--- src/rtl/sio_stat_pkg.sv ---
package sio_stat_pkg;
   localparam int unsigned ADDR_W = 4;

   localparam logic [ADDR_W-1:0] A_OPS          = 4'd0;
   localparam logic [ADDR_W-1:0] A_OPMASK       = 4'd1;
   localparam logic [ADDR_W-1:0] A_CERR         = 4'd2;
   localparam logic [ADDR_W-1:0] A_CERR_EN      = 4'd3;
   localparam logic [ADDR_W-1:0] A_SERR         = 4'd4;
   localparam logic [ADDR_W-1:0] A_SERR_EN      = 4'd5;
   localparam logic [ADDR_W-1:0] A_MODE         = 4'd6;
   localparam logic [ADDR_W-1:0] A_FIFO_IN_LIM  = 4'd7;
   localparam logic [ADDR_W-1:0] A_FIFO_OUT_LIM = 4'd8;
   localparam logic [ADDR_W-1:0] A_BLK_IN_LIM   = 4'd9;
   localparam logic [ADDR_W-1:0] A_BLK_OUT_LIM  = 4'd10;

   // field positions decoded by software
   localparam int unsigned OPS_LVL_LSB = 4;
   localparam int unsigned OPS_STK_LSB = 8;
   localparam int unsigned OPS_STK_W   = 6;
   localparam int unsigned CERR_LSB    = 2;
   localparam int unsigned CERR_W      = 4;
   localparam int unsigned SERR_LSB    = 0;
   localparam int unsigned SERR_W      = 2;
   localparam int unsigned MASK_W      = 2;
   localparam int unsigned NUM_DIR     = 2;

   localparam int unsigned DIR_OUT = 0;
   localparam int unsigned DIR_IN  = 1;
endpackage

--- src/rtl/sio_flag_w1c.sv ---
module sio_flag_w1c #(
   parameter int unsigned W = 4
) (
   input  logic         clk,
   input  logic         rst_n,
   input  logic [W-1:0] set_i,
   input  logic [W-1:0] clr_i,
   output logic [W-1:0] q_o
);
   if (W < 1) begin : g_bad_width
      $error("sio_flag_w1c: W must be at least 1");
   end

   always_ff @(posedge clk or negedge rst_n) begin
      if (!rst_n) q_o <= '0;
      else        q_o <= (q_o & ~clr_i) | set_i;
   end

   // a one written without a competing event clears the flag
   assert_w1c_clear_R3: assert property (@(posedge clk) disable iff (!rst_n)
      (|(clr_i & ~set_i)) |=> ((q_o & $past(clr_i & ~set_i)) == '0));

   // an event always leaves its flag set, even against a clear
   assert_w1c_set_R3: assert property (@(posedge clk) disable iff (!rst_n)
      (|set_i) |=> ((q_o & $past(set_i)) == $past(set_i)));

   // no event and no one written keeps every flag as it was
   assert_w1c_hold_R4: assert property (@(posedge clk) disable iff (!rst_n)
      (clr_i == '0 && set_i == '0) |=> $stable(q_o));
endmodule

--- src/rtl/sio_word_tally.sv ---
module sio_word_tally #(
   parameter int unsigned CNT_W = 16
) (
   input  logic             clk,
   input  logic             rst_n,
   input  logic             restart_i,
   input  logic             step_i,
   input  logic [CNT_W-1:0] limit_i,
   output logic             hit_o
);
   localparam logic [CNT_W-1:0] CNT_MAX = '1;
   localparam logic [CNT_W-1:0] ONE     = CNT_W'(1);

   if (CNT_W < 1) begin : g_bad_cnt
      $error("sio_word_tally: CNT_W must be at least 1");
   end

   logic [CNT_W-1:0] cnt_q;
   logic [CNT_W:0]   cnt_nxt;

   assign cnt_nxt = {1'b0, cnt_q} + {{CNT_W{1'b0}}, 1'b1};

   always_ff @(posedge clk or negedge rst_n) begin
      if (!rst_n)                           cnt_q <= '0;
      else if (restart_i)                   cnt_q <= '0;
      else if (step_i && cnt_q != CNT_MAX)  cnt_q <= cnt_nxt[CNT_W-1:0];
   end

   assign hit_o = step_i && !restart_i && (limit_i != '0) &&
                  (cnt_nxt == {1'b0, limit_i});

   // the limit is reached once, never on two cycles in a row
   assert_single_hit_R9: assert property (@(posedge clk) disable iff (!rst_n)
      hit_o |=> !hit_o);

   // after a restart only a limit of one can be reached at once
   assert_restart_R10: assert property (@(posedge clk) disable iff (!rst_n)
      restart_i |=> (!hit_o || limit_i == ONE));
endmodule

--- src/rtl/sio_status_irq.sv ---
module sio_status_irq
   import sio_stat_pkg::*;
#(
   parameter int unsigned DATA_W  = 32,
   parameter int unsigned CNT_W   = 16,
   parameter bit          IRQ_REG = 1'b0
) (
   input  logic              clk,
   input  logic              rst_n,
   input  logic              reg_we,
   input  logic [3:0]        reg_addr,
   input  logic [DATA_W-1:0] reg_wdata,
   output logic [DATA_W-1:0] reg_rdata,
   input  logic              in_fifo_ne,
   input  logic              out_fifo_ne,
   input  logic              in_fifo_full,
   input  logic              out_fifo_full,
   input  logic              in_svc_ev,
   input  logic              out_svc_ev,
   input  logic              in_blk_ev,
   input  logic              out_blk_ev,
   input  logic              in_word_ev,
   input  logic              out_word_ev,
   input  logic [3:0]        ctl_err_ev,
   input  logic [1:0]        ser_err_ev,
   output logic              irq_o
);
   localparam int unsigned OPS_MSB = OPS_STK_LSB + OPS_STK_W - 1;

   if (DATA_W < OPS_MSB + 1) begin : g_bad_data
      $error("sio_status_irq: DATA_W too narrow for the operations register");
   end
   if (CNT_W < 1 || CNT_W > DATA_W) begin : g_bad_cnt
      $error("sio_status_irq: CNT_W must lie between 1 and DATA_W");
   end

   // ---------------- register writes ----------------
   logic              wr_ops, wr_cerr, wr_serr;
   logic [MASK_W-1:0] mask_q;
   logic [CERR_W-1:0] cerr_en_q;
   logic [SERR_W-1:0] serr_en_q;
   logic              mode_blk_q;
   logic [CNT_W-1:0]  fifo_lim_q [NUM_DIR];
   logic [CNT_W-1:0]  blk_lim_q  [NUM_DIR];

   assign wr_ops  = reg_we && reg_addr == A_OPS;
   assign wr_cerr = reg_we && reg_addr == A_CERR;
   assign wr_serr = reg_we && reg_addr == A_SERR;

   always_ff @(posedge clk or negedge rst_n) begin
      if (!rst_n) begin
         mask_q     <= '0;
         cerr_en_q  <= '0;
         serr_en_q  <= '0;
         mode_blk_q <= 1'b0;
      end else if (reg_we) begin
         case (reg_addr)
            A_OPMASK:  mask_q     <= reg_wdata[OPS_STK_LSB +: MASK_W];
            A_CERR_EN: cerr_en_q  <= reg_wdata[CERR_LSB +: CERR_W];
            A_SERR_EN: serr_en_q  <= reg_wdata[SERR_LSB +: SERR_W];
            A_MODE:    mode_blk_q <= reg_wdata[0];
            default: ;
         endcase
      end
   end

   // ---------------- per-direction word counting ----------------
   logic [NUM_DIR-1:0] word_ev, hit;

   assign word_ev[DIR_OUT] = out_word_ev;
   assign word_ev[DIR_IN]  = in_word_ev;

   for (genvar d = 0; d < NUM_DIR; d++) begin : g_dir
      localparam logic [3:0] FIFO_A = (d == DIR_IN) ? A_FIFO_IN_LIM : A_FIFO_OUT_LIM;
      localparam logic [3:0] BLK_A  = (d == DIR_IN) ? A_BLK_IN_LIM  : A_BLK_OUT_LIM;

      logic             restart;
      logic [CNT_W-1:0] limit;

      always_ff @(posedge clk or negedge rst_n) begin
         if (!rst_n) begin
            fifo_lim_q[d] <= '0;
            blk_lim_q[d]  <= '0;
         end else if (reg_we) begin
            if (reg_addr == FIFO_A) fifo_lim_q[d] <= reg_wdata[CNT_W-1:0];
            if (reg_addr == BLK_A)  blk_lim_q[d]  <= reg_wdata[CNT_W-1:0];
         end
      end

      assign restart = reg_we && (reg_addr == FIFO_A || reg_addr == BLK_A ||
                                  reg_addr == A_MODE);
      assign limit   = mode_blk_q ? blk_lim_q[d] : fifo_lim_q[d];

      sio_word_tally #(.CNT_W(CNT_W)) u_tally (
         .clk       (clk),
         .rst_n     (rst_n),
         .restart_i (restart),
         .step_i    (word_ev[d]),
         .limit_i   (limit),
         .hit_o     (hit[d])
      );
   end

   // ---------------- sticky flag banks ----------------
   // ops bank bit k maps to operations register bit OPS_STK_LSB + k:
   // 0 out service, 1 in service, 2 out done, 3 in done, 4 out block, 5 in block
   logic [OPS_STK_W-1:0] ops_set, ops_clr, ops_q;
   logic [CERR_W-1:0]    cerr_q;
   logic [SERR_W-1:0]    serr_q;

   assign ops_set = {in_blk_ev, out_blk_ev, hit[DIR_IN], hit[DIR_OUT],
                     in_svc_ev, out_svc_ev};
   assign ops_clr = wr_ops ? reg_wdata[OPS_STK_LSB +: OPS_STK_W] : '0;

   sio_flag_w1c #(.W(OPS_STK_W)) u_ops (
      .clk (clk), .rst_n (rst_n),
      .set_i (ops_set), .clr_i (ops_clr), .q_o (ops_q)
   );

   sio_flag_w1c #(.W(CERR_W)) u_cerr (
      .clk (clk), .rst_n (rst_n),
      .set_i (ctl_err_ev),
      .clr_i (wr_cerr ? reg_wdata[CERR_LSB +: CERR_W] : '0),
      .q_o (cerr_q)
   );

   sio_flag_w1c #(.W(SERR_W)) u_serr (
      .clk (clk), .rst_n (rst_n),
      .set_i (ser_err_ev),
      .clr_i (wr_serr ? reg_wdata[SERR_LSB +: SERR_W] : '0),
      .q_o (serr_q)
   );

   // ---------------- read mux ----------------
   always_comb begin
      reg_rdata = '0;
      case (reg_addr)
         A_OPS: begin
            reg_rdata[OPS_LVL_LSB +: 4] = {in_fifo_full, out_fifo_full,
                                           in_fifo_ne, out_fifo_ne};
            reg_rdata[OPS_STK_LSB +: OPS_STK_W] = ops_q;
         end
         A_OPMASK:       reg_rdata[OPS_STK_LSB +: MASK_W] = mask_q;
         A_CERR:         reg_rdata[CERR_LSB +: CERR_W]    = cerr_q;
         A_CERR_EN:      reg_rdata[CERR_LSB +: CERR_W]    = cerr_en_q;
         A_SERR:         reg_rdata[SERR_LSB +: SERR_W]    = serr_q;
         A_SERR_EN:      reg_rdata[SERR_LSB +: SERR_W]    = serr_en_q;
         A_MODE:         reg_rdata[0]                     = mode_blk_q;
         A_FIFO_IN_LIM:  reg_rdata[CNT_W-1:0] = fifo_lim_q[DIR_IN];
         A_FIFO_OUT_LIM: reg_rdata[CNT_W-1:0] = fifo_lim_q[DIR_OUT];
         A_BLK_IN_LIM:   reg_rdata[CNT_W-1:0] = blk_lim_q[DIR_IN];
         A_BLK_OUT_LIM:  reg_rdata[CNT_W-1:0] = blk_lim_q[DIR_OUT];
         default: ;
      endcase
   end

   // ---------------- interrupt ----------------
   logic irq_src;

   assign irq_src = (|(ops_q[1:0] & ~mask_q)) | (|ops_q[3:2]) |
                    (|(cerr_q & cerr_en_q)) | (|(serr_q & serr_en_q));

   if (IRQ_REG) begin : g_irq_reg
      logic irq_q;
      always_ff @(posedge clk or negedge rst_n) begin
         if (!rst_n) irq_q <= 1'b0;
         else        irq_q <= irq_src;
      end
      assign irq_o = irq_q;

      // an unmasked input service event reaches the pin two edges later
      assert_svc_irq_R6: assert property (@(posedge clk) disable iff (!rst_n)
         (in_svc_ev && !mask_q[1]) |-> ##2 irq_o);
   end else begin : g_irq_comb
      assign irq_o = irq_src;

      // an unmasked input service event raises the interrupt next cycle
      assert_svc_irq_R6: assert property (@(posedge clk) disable iff (!rst_n)
         (in_svc_ev && !mask_q[1]) |=> irq_o);

      // a reached input limit raises the interrupt next cycle
      assert_done_irq_R9: assert property (@(posedge clk) disable iff (!rst_n)
         hit[DIR_IN] |=> irq_o);
   end
endmodule

--- config.mk ---
export PLATFORM = sky130hd
export DESIGN_NAME = sio_status_irq
export DESIGN_NICKNAME = d
export VERILOG_FILES = /design/src/rtl/sio_stat_pkg.sv /design/src/rtl/sio_flag_w1c.sv /design/src/rtl/sio_word_tally.sv /design/src/rtl/sio_status_irq.sv
export SDC_FILE = /design/constraint.sdc
export NUM_CORES = 1
export LEC_CHECK = 0
export ABC_AREA = 1
export BUFFER_PORTS_ARGS = -buffer_cell sky130_fd_sc_hd__buf_2
export CELL_PAD_IN_SITES_DETAIL_PLACEMENT = 1
export CELL_PAD_IN_SITES_GLOBAL_PLACEMENT = 2
export CORE_MARGIN = 10
export CORE_UTILIZATION = 34
export CTS_BUF_LIST = sky130_fd_sc_hd__clkbuf_16
export DETAILED_ROUTE_END_ITERATION = 6
export PLACE_DENSITY = 0.9
export SETUP_SLACK_MARGIN = 0.15
export SYNTH_ARGS = -nofsm -noshare
export SYNTH_HDL_FRONTEND = slang
export SYNTH_HIERARCHICAL = 1
export SYNTH_SLANG_ARGS = --single-unit
--- constraint.sdc ---
create_clock -name clk -period 2.5 [get_ports clk]
set_clock_uncertainty 0.2 [all_clocks]
set_input_delay 0.375 -clock clk [delete_from_list [all_inputs] [get_ports clk]]
set_output_delay 0.375 -clock clk [all_outputs]
set_load 0.05 [all_outputs]
==> After elaboration in Yosys (flattened, before gate mapping) <==
Cells that the tools add are included.
Widths: inputs -> output; s select.
{ "word_totals": {"out_inout_bits": 33, "word_cells": 98, "inputBits": 55, "reg_bits": 117} }
{ "op_classes": {"eq_ne": 14, "reduce_logical": 36, "addsub": 2, "muxes": 17, "n_bitwise": 16} }
{ "ops": {"columns": ["operator", "count"], "rows": [
  ["$mux 16", 6],
  ["$add 16x1->17 const B", 2],
  ["$eq 17x16->1", 2],
  ["$ne 16x16->1 const B", 2],
  ["$reduce_bool 16->1", 2],
  ["$pmux 2 s6", 2],
  ["$pmux 4 s5", 1],
  ["$eq 4x3->1 const B", 4],
  ["$reduce_and 2->1", 8],
  ["$pmux 2 s7", 1],
  ["$logic_and 1x1->1", 13],
  ["$eq 4x4->1 const B", 3],
  ["$pmux 2 s5", 1],
  ["$and 4x4->4", 2],
  ["$eq 4x2->1 const B", 2],
  ["$pmux 2 s4", 1],
  ["$pmux 1 s7", 1],
  ["$and 2x2->2", 3],
  ["$and 6x6->6", 1],
  ["$mux 6", 1],
  ["$not 6->6", 1],
  ["$or 6x6->6", 1],
  ["$pmux 1 s6", 1],
  ["$reduce_or 2->1", 3],
  ["13 further kinds", 21]
]} }

==> Logic depth before layout (Yosys ltp) <==
{ "logic_depth": {"depth_word": 9, "mapped_depth": 19, "depth_no_buf": 18} }

==> Cells and area by module <==
The synthesis kept the hierarchy.
{ "modules_own_cells": {"columns": ["mod", "instances", "cells_per_inst", "seq_area_each_um2", "area_each_um2"], "rows": [
  ["sio_status_irq", 1, 560, 1826.8, 4409.2],
  ["sio_word_tally", 2, 240, 400.4, 1450.1],
  ["sio_flag_w1c at u_ops", 1, 30, 150.1, 240.2],
  ["sio_flag_w1c at u_cerr", 1, 20, 100.1, 160.2],
  ["sio_flag_w1c at u_serr", 1, 10, 50.0, 80.1]
]} }

==> Least setup slack after synthesis <==
No wires, ideal clock.
{ "synth_path": {"kind": "input to register", "start": "in reg_addr[1]", "end": "reg u_ops.q_o[3]", "t_required_ns": 2.235, "path_slack_ns": 0.362, "n_path_buf": 1, "setup_time_ns": 0.065, "t_arrival_ns": 1.873, "path_stages": 19, "path_cell_list": "inv_1 -> nand2_1 -> nor2_8 -> nand2_4 -> buf_6 -> nand3_1 -> inv_1 -> nand2_1 -> nor2_1 -> nand3_1 -> nor2_1 -> nand3_1 -> nor2_1 -> nand2_1 -> nor2_1 -> nand2_1 -> nor2_1 -> inv_1 -> nand2_1"} }
{ "synth_via": {"elab_chain_len": 9, "elab_cells_between_ends": 16, "cone_classes": "eq/ne: 3; mux: 1; bitwise: 3; reduce/logical: 9"} }
{ "synth_rtl": {"columns": ["item", "line_no", "rtl"], "rows": [
  ["from (decl)", "sio_status_irq.sv:11", "input logic [3:0] reg_addr,"],
  ["$eq 4x3->1 / $eq 4x4->1 (equally long branches)", "sio_status_irq.sv:90", "assign restart = reg_we && (reg_addr == FIFO_A || reg_addr == BLK_A ||"],
  ["$logic_or 1x1->1", "sio_status_irq.sv:90", null],
  ["$logic_or 1x1->1 (*)", "sio_status_irq.sv:90", null],
  ["$logic_and 1x1->1 (*)", "sio_status_irq.sv:90", null],
  ["named net g_dir[1].restart", "sio_status_irq.sv:77", "logic restart;"],
  ["$logic_not 1->1 (*)", "sio_word_tally.sv:29", "assign hit_o = step_i && !restart_i && (limit_i != '0) &&"],
  ["$logic_and 1x1->1 (*) (3 in a row)", "sio_word_tally.sv:29", null],
  ["named net hit[1]", "sio_status_irq.sv:68", "logic [NUM_DIR-1:0] word_ev, hit;"],
  ["$or 6x6->6 (*)", "sio_flag_w1c.sv:16", "else q_o <= (q_o & ~clr_i) | set_i;"],
  ["to (signal assigned)", "sio_flag_w1c.sv:16", null],
  ["to (decl)", "sio_flag_w1c.sv:8", "output logic [W-1:0] q_o"]
]} }
Mark *: on every way through the listed nets, which the timed path passes. The rest lies on a longest branch.
A chain may end at the register's enable or synchronous reset.

==> Worst setup path in the final report <==
{ "layout_path": {"start": "reg mode_blk_q", "end": "out reg_rdata[0]"} }
{ "layout_via": {"elab_chain_len": 1} }
{ "layout_rtl": {"columns": ["item", "line_no", "rtl"], "rows": [
  ["from (decl)", "sio_status_irq.sv:42", "logic mode_blk_q;"],
  ["from (signal assigned)", "sio_status_irq.sv:61", "A_MODE: mode_blk_q <= reg_wdata[0];"],
  ["$pmux 1 s7", "sio_status_irq.sv:137", "case (reg_addr)"],
  ["to (decl)", "sio_status_irq.sv:13", "output logic [DATA_W-1:0] reg_rdata,"]
]} }
Every way passes these cells.

==> flow_metrics.env <==
export IMPL_cp_startpoint="mode_blk_q"
export IMPL_grt_total_usage_pct=18.2
export IMPL_area_growth_syn_to_layout_pct=18.3
export IMPL_drtIter0Drc=478
export IMPL_p_switching_w=0.00256
export IMPL_crit_end="reg_rdata[0]"
export IMPL_cp_required_ps=1920
export IMPL_synth_distinct_cells=31
export IMPL_drc=0
export IMPL_drive_gt1_share_pct=19.5
export IMPL_min_period_ps=2280
export IMPL_internal_power_w=0.00464
export IMPL_nFillCells=2882
export IMPL_slew_headroom_pct=60.2
export IMPL_final_common_cell="nand2_1"
export IMPL_synth_warning_count=6
export IMPL_setup_viol=0
export IMPL_hp_class="in2reg"
export IMPL_fin_setup_tns_ps=0
export IMPL_antenna_found_initial=0
export IMPL_synth_fa_ha_area_share_pct=0.321
export IMPL_layout_nets=1243
export IMPL_outcome="finished clean"
export IMPL_num_rows=55
export IMPL_combPwrFrac_pct=28.6
export IMPL_grt_pass1_wl_microns=41600
export IMPL_ir_worst_vdd_mv=0.424
export IMPL_synth_compound_area_share_pct=10.4
export IMPL_wirelength_microns=26100
export IMPL_clock_sinks=117
export IMPL_power_share_switching_pct=35.6
export IMPL_vias_per_cell=4.95
export IMPL_die_y_microns=171
export IMPL_clk_latency_ps=430
export IMPL_worst_pin_slew_ps=598
export IMPL_power_frac_seq_pct=35.1
export IMPL_synth_seq_cells=117
export IMPL_overflow=0
export IMPL_powerDensity_mw_per_mm2=781
export IMPL_synthSimpleGateAreaFrac_pct=36.0
export IMPL_syn_inst=1100
export IMPL_synthXorXnorAreaFrac_pct=0.450
export IMPL_ant_nets=0
export IMPL_portBuffers=55
export IMPL_fmax_mhz=439
export IMPL_synth_top_family_by_area="simple AND/OR/NAND/NOR gates"
export IMPL_n_antenna_cell=0
export IMPL_avgSynthCellArea_sq_um=7.08
export IMPL_dieArea_sq_mm=0.0294
export IMPL_reg2regPathDepth=15
export IMPL_final_util_pct=40.8
export IMPL_clockBufferDepth=2
export IMPL_finalHoldViolCount=0
export IMPL_cts_root_buf="clkbuf_16"
export IMPL_muxShareOfSynthArea_pct=3.47
export IMPL_clk_transition_reported_paths_ps=60
export IMPL_clkPwrFrac_pct=36.3
export IMPL_crit_fanout=6
export IMPL_vias=7342
export IMPL_grt_max_degree=40
export IMPL_firstDrtPassIters=5
export IMPL_cts_tree="done"
export IMPL_dp_hpwl_microns=19300
export IMPL_rrSetupSlack_ps=270
export IMPL_cts_made_buffers=17
export IMPL_cp_start_kind="flop"
export IMPL_critical_path_class="reg2out"
export IMPL_dieWidth_microns=171
export IMPL_crit_arrival_ps=1700
export IMPL_finalCritPeriodShare_pct=91.1
export IMPL_final_cell_mix="355 x nand2_1, 141 x inv_1, 127 x nand3_1, 115 x dfrtp_1, 93 x nor2_1"
export IMPL_io_pins=88
export IMPL_rsz0062_at_grt="true"
export IMPL_power_w=0.00720
export IMPL_worstReg2RegEnd="u_ops/q_o[3]"
export IMPL_coreArea_sq_mm=0.0226
export IMPL_maxSlewViolCount=0
export IMPL_wl_per_cell_microns=17.6
export IMPL_start_util_pct=34.5
export IMPL_ys_seq_area_share_pct=37.6
export IMPL_hold_slack_ps=69.2
export IMPL_htree_levels=4
export IMPL_grt_pass1_vias=7701
export IMPL_syn_area_sq_mm=0.00779
export IMPL_max_cap_viol_count=0
export IMPL_place_gp_congestion=0.842
export IMPL_end_kind="output pin"
export IMPL_rr_startpoint="mode_blk_q"
export IMPL_power_leakage_nw=4.63
==> cells by family (layout without fill, tap and decap cells) <==
kind of cell,Yosys count,after routing
and+or+nand+nor,639,639
buffers and inverters,193,277
AOI/OAI and AO/OA,120,120
DFF,117,117
muxes,24,24
xor gates and xnor gates,4,4
adders and majority gates,2,2
other,1,16
==> power by group through the flow <==
stage | Sequential [W] | Clock [W] | Combinational [W]
after global placement | 0.00253 | 0 | 0.00189
after global routing | 0.00258 | 0.00275 | 0.00232
final | 0.00253 | 0.00261 | 0.00206
after detailed placement | 0.00254 | 0 | 0.00194
after floorplan | 0.00245 | 0 | 0.00144
after CTS | 0.00251 | 0.00265 | 0.00198
==> Yosys cell counts (all sizes together) <==
library cell,instances,area [sq um]
o32ai,8,70.1
nand3b,1,7.51
o21ai,98,656
xor2,4,35.0
conb,1,3.75
inv,145,544
nand4,21,131
nand2,368,1430
o22ai,2,12.5
nor2,113,539
nand3,130,666
clkbuf,3,11.3
ha,2,25.0
nor3,6,30.0
mux2,24,270
a21oi,11,62.6
a211oi,1,7.51
buf,45,357
dfrtp,117,2930
==> sequential cells by signal (all words and copies together) (netlist names) <==
name / cells
mode_blk_q: 1
g_dir.u_tally/cnt_q: 32
u_cerr/q_o: 4
mask_q: 2
u_serr/q_o: 2
blk_lim_q: 32
cerr_en_q: 4
serr_en_q: 2
u_ops/q_o: 6
fifo_lim_q: 32
==> area by class of cell <==
cell class              count  area, sq um  area share [%]
clock buffers              17          425            4.62
clock inverters            15          189            2.05
inverters                 145          544            5.91
multi-input cells         805         4040            43.8
flip-flops and latches    117         2930            31.8
well taps                 285          357            3.87
repair buffers            100          733            7.96
==> critical path, stage by stage (launching register included) <==
cell	delay [ps]
dfrtp_2	440
buf_4	160
clkbuf_16	150
nand3_1	80
nand2_1	50
nor2_1	90
nand2_1	90
buf_2	220
==> metrics by stage <==
stage	cell area, sq um	std cells	setup slack, ps
finish	9220	1484	222
global route	9220	1484	34.6
CTS	9100	1476	170
detailed placement	8370	1433	106
global placement	8370	1433	173
floorplan	7850	1115	362
==> worst min path at each step <==
stage | from | to | slack (ps) | cells past startpoint
3_5_place_dp | rst_n | g_dir[0].u_tally/cnt_q[4] | 210 | 1
3_3_place_gp | rst_n | g_dir[0].u_tally/cnt_q[4] | 210 | 1
4_1_cts | reg_wdata[15] | blk_lim_q[15] | 60 | 3
2_1_floorplan | rst_n | blk_lim_q[0] | -120 | 0
6_report | reg_wdata[15] | blk_lim_q[15] | 70 | 3
5_1_grt | reg_wdata[15] | blk_lim_q[31] | 80 | 3
==> what timing repair did <==
item | in CTS | in global routing
pin swaps | 0 | 6
hold endpoints to repair | 45 | 0
endpoints found under the setup margin | 6 | 36
setup buffers | 0 | 7
resized for setup | 2 | 14
cloned | 0 | 1
hold buffers | 11 | 0
==> metal layers <==
metal  vias up  track usage (%)  wire length [microns]
met5         -                0                      0
li1       3654                -                      -
met2        97             31.5                  13200
met3        24             3.14                    714
met1      3567             22.7                  11800
met4         0             5.03                    374
No activity file was read; power rests on OpenSTA's default activity.
